===== src/rtl/regclk_div_pkg.sv =====
`timescale 1ns/1ps
package regclk_div_pkg;
    typedef enum logic [1:0] {
        ENC_MINUS1  = 2'd0,
        ENC_ONEBASE = 2'd1,
        ENC_POW2    = 2'd2,
        ENC_TABLE   = 2'd3
    } enc_e;
endpackage


===== src/rtl/regclk_div_decode.sv =====
`timescale 1ns/1ps
module regclk_div_decode #(
    parameter regclk_div_pkg::enc_e MODE = regclk_div_pkg::ENC_MINUS1,
    parameter int FW    = 5,
    parameter int DIV_W = 16,
    parameter int NT    = 4,
    parameter logic [NT*DIV_W-1:0] TBL = '0
) (
    input  logic [FW-1:0]    code_i,
    output logic [DIV_W-1:0] div_o,
    output logic             legal_o
);
    generate
        if (MODE == regclk_div_pkg::ENC_MINUS1) begin : g_minus1
            assign div_o   = DIV_W'(code_i) + DIV_W'(1);
            assign legal_o = 1'b1;
        end else if (MODE == regclk_div_pkg::ENC_ONEBASE) begin : g_onebase
            assign div_o   = DIV_W'(code_i);
            assign legal_o = 1'b1;
        end else if (MODE == regclk_div_pkg::ENC_POW2) begin : g_pow2
            assign div_o   = DIV_W'(1) << code_i;
            assign legal_o = 1'b1;
        end else begin : g_table
            always_comb begin
                div_o   = '0;
                legal_o = 1'b0;
                if (int'(code_i) < NT) begin
                    div_o   = TBL[int'(code_i)*DIV_W +: DIV_W];
                    legal_o = (div_o != '0);
                end
            end
        end
    endgenerate
endmodule


===== src/rtl/regclk_div_gen.sv =====
`timescale 1ns/1ps
module regclk_div_gen #(
    parameter int DIV_W = 16
) (
    input  logic             clk_i,
    input  logic             rst_ni,
    input  logic [DIV_W-1:0] pend_i,
    input  logic             stop_req_i,
    output logic [DIV_W-1:0] act_o,
    output logic [DIV_W-1:0] cnt_o,
    output logic             run_o,
    output logic             tick_o,
    output logic             clk_o
);
    typedef struct packed {
        logic [DIV_W-1:0] act;
        logic [DIV_W-1:0] cnt;
        logic             run;
        logic             phase;
    } gen_t;

    gen_t q, d;
    logic bypass_q;
    logic wrap;

    assign bypass_q = (q.act <= DIV_W'(1));

    always_comb begin
        d    = q;
        wrap = !q.run || bypass_q || (q.cnt == q.act - DIV_W'(1));
        if (wrap) begin
            d.act = pend_i;
            d.cnt = '0;
            d.run = !stop_req_i;
        end else begin
            d.cnt = q.cnt + DIV_W'(1);
        end
        d.phase = d.run && (d.act > DIV_W'(1)) && (d.cnt < (d.act >> 1));
    end

    always_ff @(posedge clk_i) begin
        if (!rst_ni) begin
            q.act   <= DIV_W'(1);
            q.cnt   <= '0;
            q.run   <= 1'b1;
            q.phase <= 1'b0;
        end else begin
            q <= d;
        end
    end

    assign act_o  = q.act;
    assign cnt_o  = q.cnt;
    assign run_o  = q.run;
    assign tick_o = q.run && (q.cnt == '0);
    assign clk_o  = bypass_q ? (clk_i & q.run) : q.phase;
endmodule


===== src/rtl/regclk_div.sv =====
`timescale 1ns/1ps
module regclk_div #(
    parameter regclk_div_pkg::enc_e MODE = regclk_div_pkg::ENC_MINUS1,
    parameter int SHIFT     = 0,
    parameter int MAX_CODE  = 31,
    parameter int DIV_W     = 16,
    parameter int NT        = 4,
    parameter logic [NT*DIV_W-1:0] TBL = {16'd16, 16'd0, 16'd8, 16'd4},
    parameter int LATCH_BIT = -1,
    parameter int AI_BIT    = 31,
    parameter bit AI_INV    = 1'b0
) (
    input  logic        clk_i,
    input  logic        rst_ni,
    input  logic        wr_en_i,
    input  logic [31:0] wr_data_i,
    output logic [31:0] rd_data_o,
    input  logic        idle_req_i,
    output logic        tick_o,
    output logic        clk_o,
    output logic        err_o
);
    localparam int FW       = (MAX_CODE < 1) ? 1 : $clog2(MAX_CODE + 1);
    localparam bit LATCH_ON = (LATCH_BIT >= 0);
    localparam int LB       = LATCH_ON ? LATCH_BIT : 0;

    typedef struct packed {
        logic [31:0]      ctrl;
        logic [DIV_W-1:0] pend;
        logic             err;
    } reg_t;

    reg_t q, d;
    logic [DIV_W-1:0] dec_div;
    logic             dec_legal;
    logic             commit;
    logic [DIV_W-1:0] act_w, cnt_w;
    logic             run_w;
    logic             stop_req;

    regclk_div_decode #(
        .MODE(MODE), .FW(FW), .DIV_W(DIV_W), .NT(NT), .TBL(TBL)
    ) u_dec (
        .code_i (wr_data_i[SHIFT +: FW]),
        .div_o  (dec_div),
        .legal_o(dec_legal)
    );

    always_comb begin
        d      = q;
        commit = wr_en_i;
        if (LATCH_ON) begin
            commit = wr_en_i && q.ctrl[LB] && !wr_data_i[LB];
        end
        if (wr_en_i) begin
            d.ctrl = wr_data_i;
        end
        if (commit) begin
            if (dec_legal) begin
                d.pend = dec_div;
            end else begin
                d.err = 1'b1;
            end
        end
    end

    always_ff @(posedge clk_i) begin
        if (!rst_ni) begin
            q.ctrl <= '0;
            q.pend <= DIV_W'(1);
            q.err  <= 1'b0;
        end else begin
            q <= d;
        end
    end

    assign stop_req = (q.ctrl[AI_BIT] ^ AI_INV) && idle_req_i;

    regclk_div_gen #(.DIV_W(DIV_W)) u_gen (
        .clk_i     (clk_i),
        .rst_ni    (rst_ni),
        .pend_i    (q.pend),
        .stop_req_i(stop_req),
        .act_o     (act_w),
        .cnt_o     (cnt_w),
        .run_o     (run_w),
        .tick_o    (tick_o),
        .clk_o     (clk_o)
    );

    assign rd_data_o = q.ctrl;
    assign err_o     = q.err;
endmodule


===== config.mk =====
export PLATFORM = sky130hd
export DESIGN_NAME = regclk_div
export DESIGN_NICKNAME = d
export VERILOG_FILES = /design/src/rtl/regclk_div_pkg.sv /design/src/rtl/regclk_div_decode.sv /design/src/rtl/regclk_div_gen.sv /design/src/rtl/regclk_div.sv
export SDC_FILE = /design/constraint.sdc
export NUM_CORES = 1
export LEC_CHECK = 0
export BUFFER_PORTS_ARGS = -buffer_cell sky130_fd_sc_hd__buf_2
export CAP_MARGIN = 5
export CORE_UTILIZATION = 50
export DETAILED_ROUTE_END_ITERATION = 7
export PLACE_DENSITY = 0.71
export SLEW_MARGIN = 20
export SYNTH_ARGS = -nofsm -noshare
export SYNTH_HDL_FRONTEND = slang
export SYNTH_HIERARCHICAL = 1
export SYNTH_SLANG_ARGS = --single-unit

===== constraint.sdc =====
create_clock -name clk_i -period 4.8 [get_ports clk_i]
set_input_delay 0 -clock clk_i [delete_from_list [all_inputs] [get_ports clk_i]]
set_output_delay 0 -clock clk_i [all_outputs]
set_load 0.005 [all_outputs]

== Word level (Yosys, flattened, before mapping) ==
Cells that the tools add are included.
Widths: inputs -> output; s select.
Word-level totals
  memories kept: 0
  output and inout port bits: 35
  bits in latches: 0
  memory bits (read-only): 0
  bits of input ports: 36
  bits in registers: 82
  bits in writable memories: 0
Cells by class
  bitwise gates (word level): 1
  $lt $le $gt $ge: 3
  reduce and logical (&&, ||, !) cells: 9
  shift-type cells: 0
  add/sub/neg operators: 3
  multiply operators: 0
  divide/modulo/power cells: 0
  eq/ne operators: 1
  multiplexer cells: 4
Operators with widths (count)
  $mux 16: 2
  $add 16x1->16 const B: 1
  $eq 16x16->1: 1
  $gt 16x1->1 const B: 1
  $le 16x1->1 const B: 1
  $logic_not 16->1: 1
  $lt 16x15->1: 1
  $sub 16x1->16 const B: 1
  $add 5x1->6 const B: 1
  $logic_and 1x1->1: 4
  $logic_not 1->1: 2
  $logic_or 1x1->1: 2
  $mux 1: 2
  $and 1x1->1: 1

== Depth between registers and ports, before layout ==
  word-level depth: 7
  depth in mapped cells: 18
  depth with buffers taken out: 16

== Hierarchy ==
The synthesis kept the hierarchy.
By module, submodules not included
  regclk_div_gen: area an instance 2697.6 um2, instances 1, cells an instance 328
  regclk_div: area an instance 2160.8 um2, instances 1, cells an instance 213
  regclk_div_decode: area an instance 155.1 um2, instances 1, cells an instance 23

==> out/qor.csv <==
stage,metric,value,unit
setup_path,flop2flop setup slack,740,ps
timing,"Period Utilization, post-route",84.6,%
timing,RSZ-0062 raised after global routing,false,
setup_path,r2r startpoint,u_gen/act_o[0],
global_routing,GRT Residual Overflow,0,
timing,final hold slack,105,ps
setup_path,CP startpoint,u_gen/act_o[0],
setup_path,R2R depth,17,
final_layout,# fillers,810,
cts,CTS Hold Bufs,33,
timing,Tmin final,4060,ps
power,P per Cell Area,430,nW/um2
placed_design,RD Place Congestion,0.832,
power,Comb power frac,36.4,%
final_layout,# diodes,0,
setup_path,CP endpoint,u_gen/q[0],
timing,Slew headroom,53.7,%
hold_path,hold path cells,3,
final_layout,fin nets,644,
power,Int Power,1.53,mW
floorplanning,die area,9940,um2
setup_path,WP data arrival,4440,ps
power,leak pwr,2.41,nW
floorplanning,Floorplan Core Area,9240,um2
cts,"Clk pin slew, worst setup/hold paths",90,ps
route,via count,3806,
final_layout,Finished Layout Cells,723,
route,post-DR wirelength/cell,14.5,um
route,final WL,10500,um
setup_path,Critical Path Fanout Max,50,
global_routing,GRT Util Overall,22.2,%
global_routing,initial antenna violation count,0,
floorplanning,Die X-Extent,99.7,um
setup_path,worst r2r dst,u_gen/q[0],
flow_run,# Max-Cap Violations,0,
power,Tot Pwr,2.33,mW
global_routing,first-pass GRT wire length,17100,um
synth,cell area after synthesis,4770,um2
final_layout,share of cells above drive strength 1,17.5,%
synth,Mapped Cells,532,
setup_path,Setup crit end kind,flip-flop,
power,Sw Ratio,34.6,%
placed_design,hpwl dp,7020,um
global_routing,largest net degree at the start of global routing,68,
floorplanning,# IOs,71,
timing,Fmax achieved,0.246,GHz
cts,CTS tree,built,
power,Seq pwr share,34.3,%
setup_path,crit path kind,reg -> reg,
cts,PostCTS Resize Cnt,0,
power,VDD IR-drop max,0.000302,V
outcome,outcome,finished clean,
floorplanning,num rows,35,
power,Net Switching,0.806,mW
route,DR iter-0 viols,197,
setup_path,worst endpoint required time,5180,ps
timing,Slew Limit Fails,0,
route,DRC Markers,0,
route,DRT antenna net count,0,
floorplanning,Die H,99.7,um
cts,Setup Buffers After CTS,0,
hold_path,Hold Crit Class,in -> reg,
final_layout,P&R area growth vs syn,13.7,%
timing,setup TNS,0,ps
cts,Clock Latency Late Sink,470,ps
timing,Fin. Hold Viols,0,
final_layout,Final Util,58.7,%
global_routing,vias in the first global route,3699,
timing,Worst Max-Slew Pin Slew,694,ps
synth,Yosys Warn Count,6,
synth,mean post-synth cell area,8.97,um2
setup_path,CP Launch Type,flip-flop,
timing,setup violators final,0,
timing,Final Skew,14.1,ps
placed_design,Placed Cells,671,
route,DR pass1 iterations,4,
floorplanning,Initial Utilization,51.7,%
power,Clock power frac,29.3,%
placed_design,port bufs,70,
route,average via count per standard cell,5.26,
## state kept, by name (all words and copies together), names as in the netlist
| name | cells |
|---|---|
| err_o | 1 |
| q | 16 |
| rd_data_o | 32 |
| u_gen/act_o | 16 |
| u_gen/cnt_o | 16 |
| u_gen/q | 1 |
| u_gen/run_o | 1 |
## power by group through the flow
stage / combinational [mW] / clock, mW / sequential [mW]
after detailed placement: 0.825 / 0.0186 / 0.815
after floorplan: 0.730 / 0.0104 / 0.791
after global routing: 0.936 / 0.739 / 0.807
after global placement: 0.810 / 0.0186 / 0.811
after CTS: 0.845 / 0.701 / 0.799
final: 0.848 / 0.683 / 0.801
## metrics by stage
stage | area [um2] | worst slack, ps
6_report | 5430 | 737
5_1_grt | 5430 | 452
4_1_cts | 5430 | 770
3_5_place_dp | 4810 | 793
3_3_place_gp | 4810 | 976
2_1_floorplan | 4810 | 1150
## layer usage
layer	wire length, um	track usage [%]	part of all wire [%]
met4	271	11.2	2.6
met1	4730	27.3	45
met5	0	0	0
met2	4950	35.5	47
met3	513	6.47	4.9
## cell type report
class | count | area (um2) | share of cell area [%]
well taps | 129 | 161 | 2.98
repair buffers | 106 | 718 | 13.2
clock buffers | 14 | 174 | 3.21
inverters | 12 | 45.0 | 0.830
multi-input cells | 373 | 2550 | 47.0
clock inverters | 6 | 114 | 2.10
flip-flops and latches | 83 | 1660 | 30.6
## cells in the final DEF, fill, tap and decap left out, types with 2 or more instances in the layout
cell / instances
and2_1: 6
xnor2_1: 19
xor2_1: 14
o21a_1: 3
bufinv_16: 3
buf_2: 70
nand3_1: 16
clkinvlp_4: 2
conb_1: 11
nor4b_1: 3
and4_1: 2
dfxtp_1: 83
nor4_2: 2
ha_1: 19
o21ai_0: 16
a21o_1: 5
and3_1: 7
a211oi_1: 2
nor3_1: 24
clkbuf_8: 12
a21oi_1: 6
nand4_1: 18
or2_2: 2
nand2_1: 28
o21ai_1: 9
nor2b_1: 35
nor4_1: 7
buf_4: 3
dlygate4sd3_1: 33
inv_1: 12
nor2_1: 46
a211o_1: 2
mux2i_1: 50
## worst max-delay path: stages (launching register included)
cell and delay (ps):
dfxtp_1 380, inv_1 130, ha_1 250, nor4b_4 400
nand3_2 160, mux2_1 330, mux2i_1 140, a21oi_1 130
o31ai_4 300, buf_12 280, mux2i_1 280, ha_1 280
a21o_1 160, a21o_1 170, a21oi_1 150, o221a_2 190
inv_1 40, a211oi_2 180
## worst min-delay path by stage
stage,start,end,slack (ps)
final,rst_ni,q[1],110
after global routing,rst_ni,q[1],130
after CTS,rst_ni,q[1],90
after detailed placement,clk_i,clk_o,200
after global placement,clk_i,clk_o,200
after floorplan,rst_ni,u_gen/run_o,80
Power figures use the tool's default switching activity.
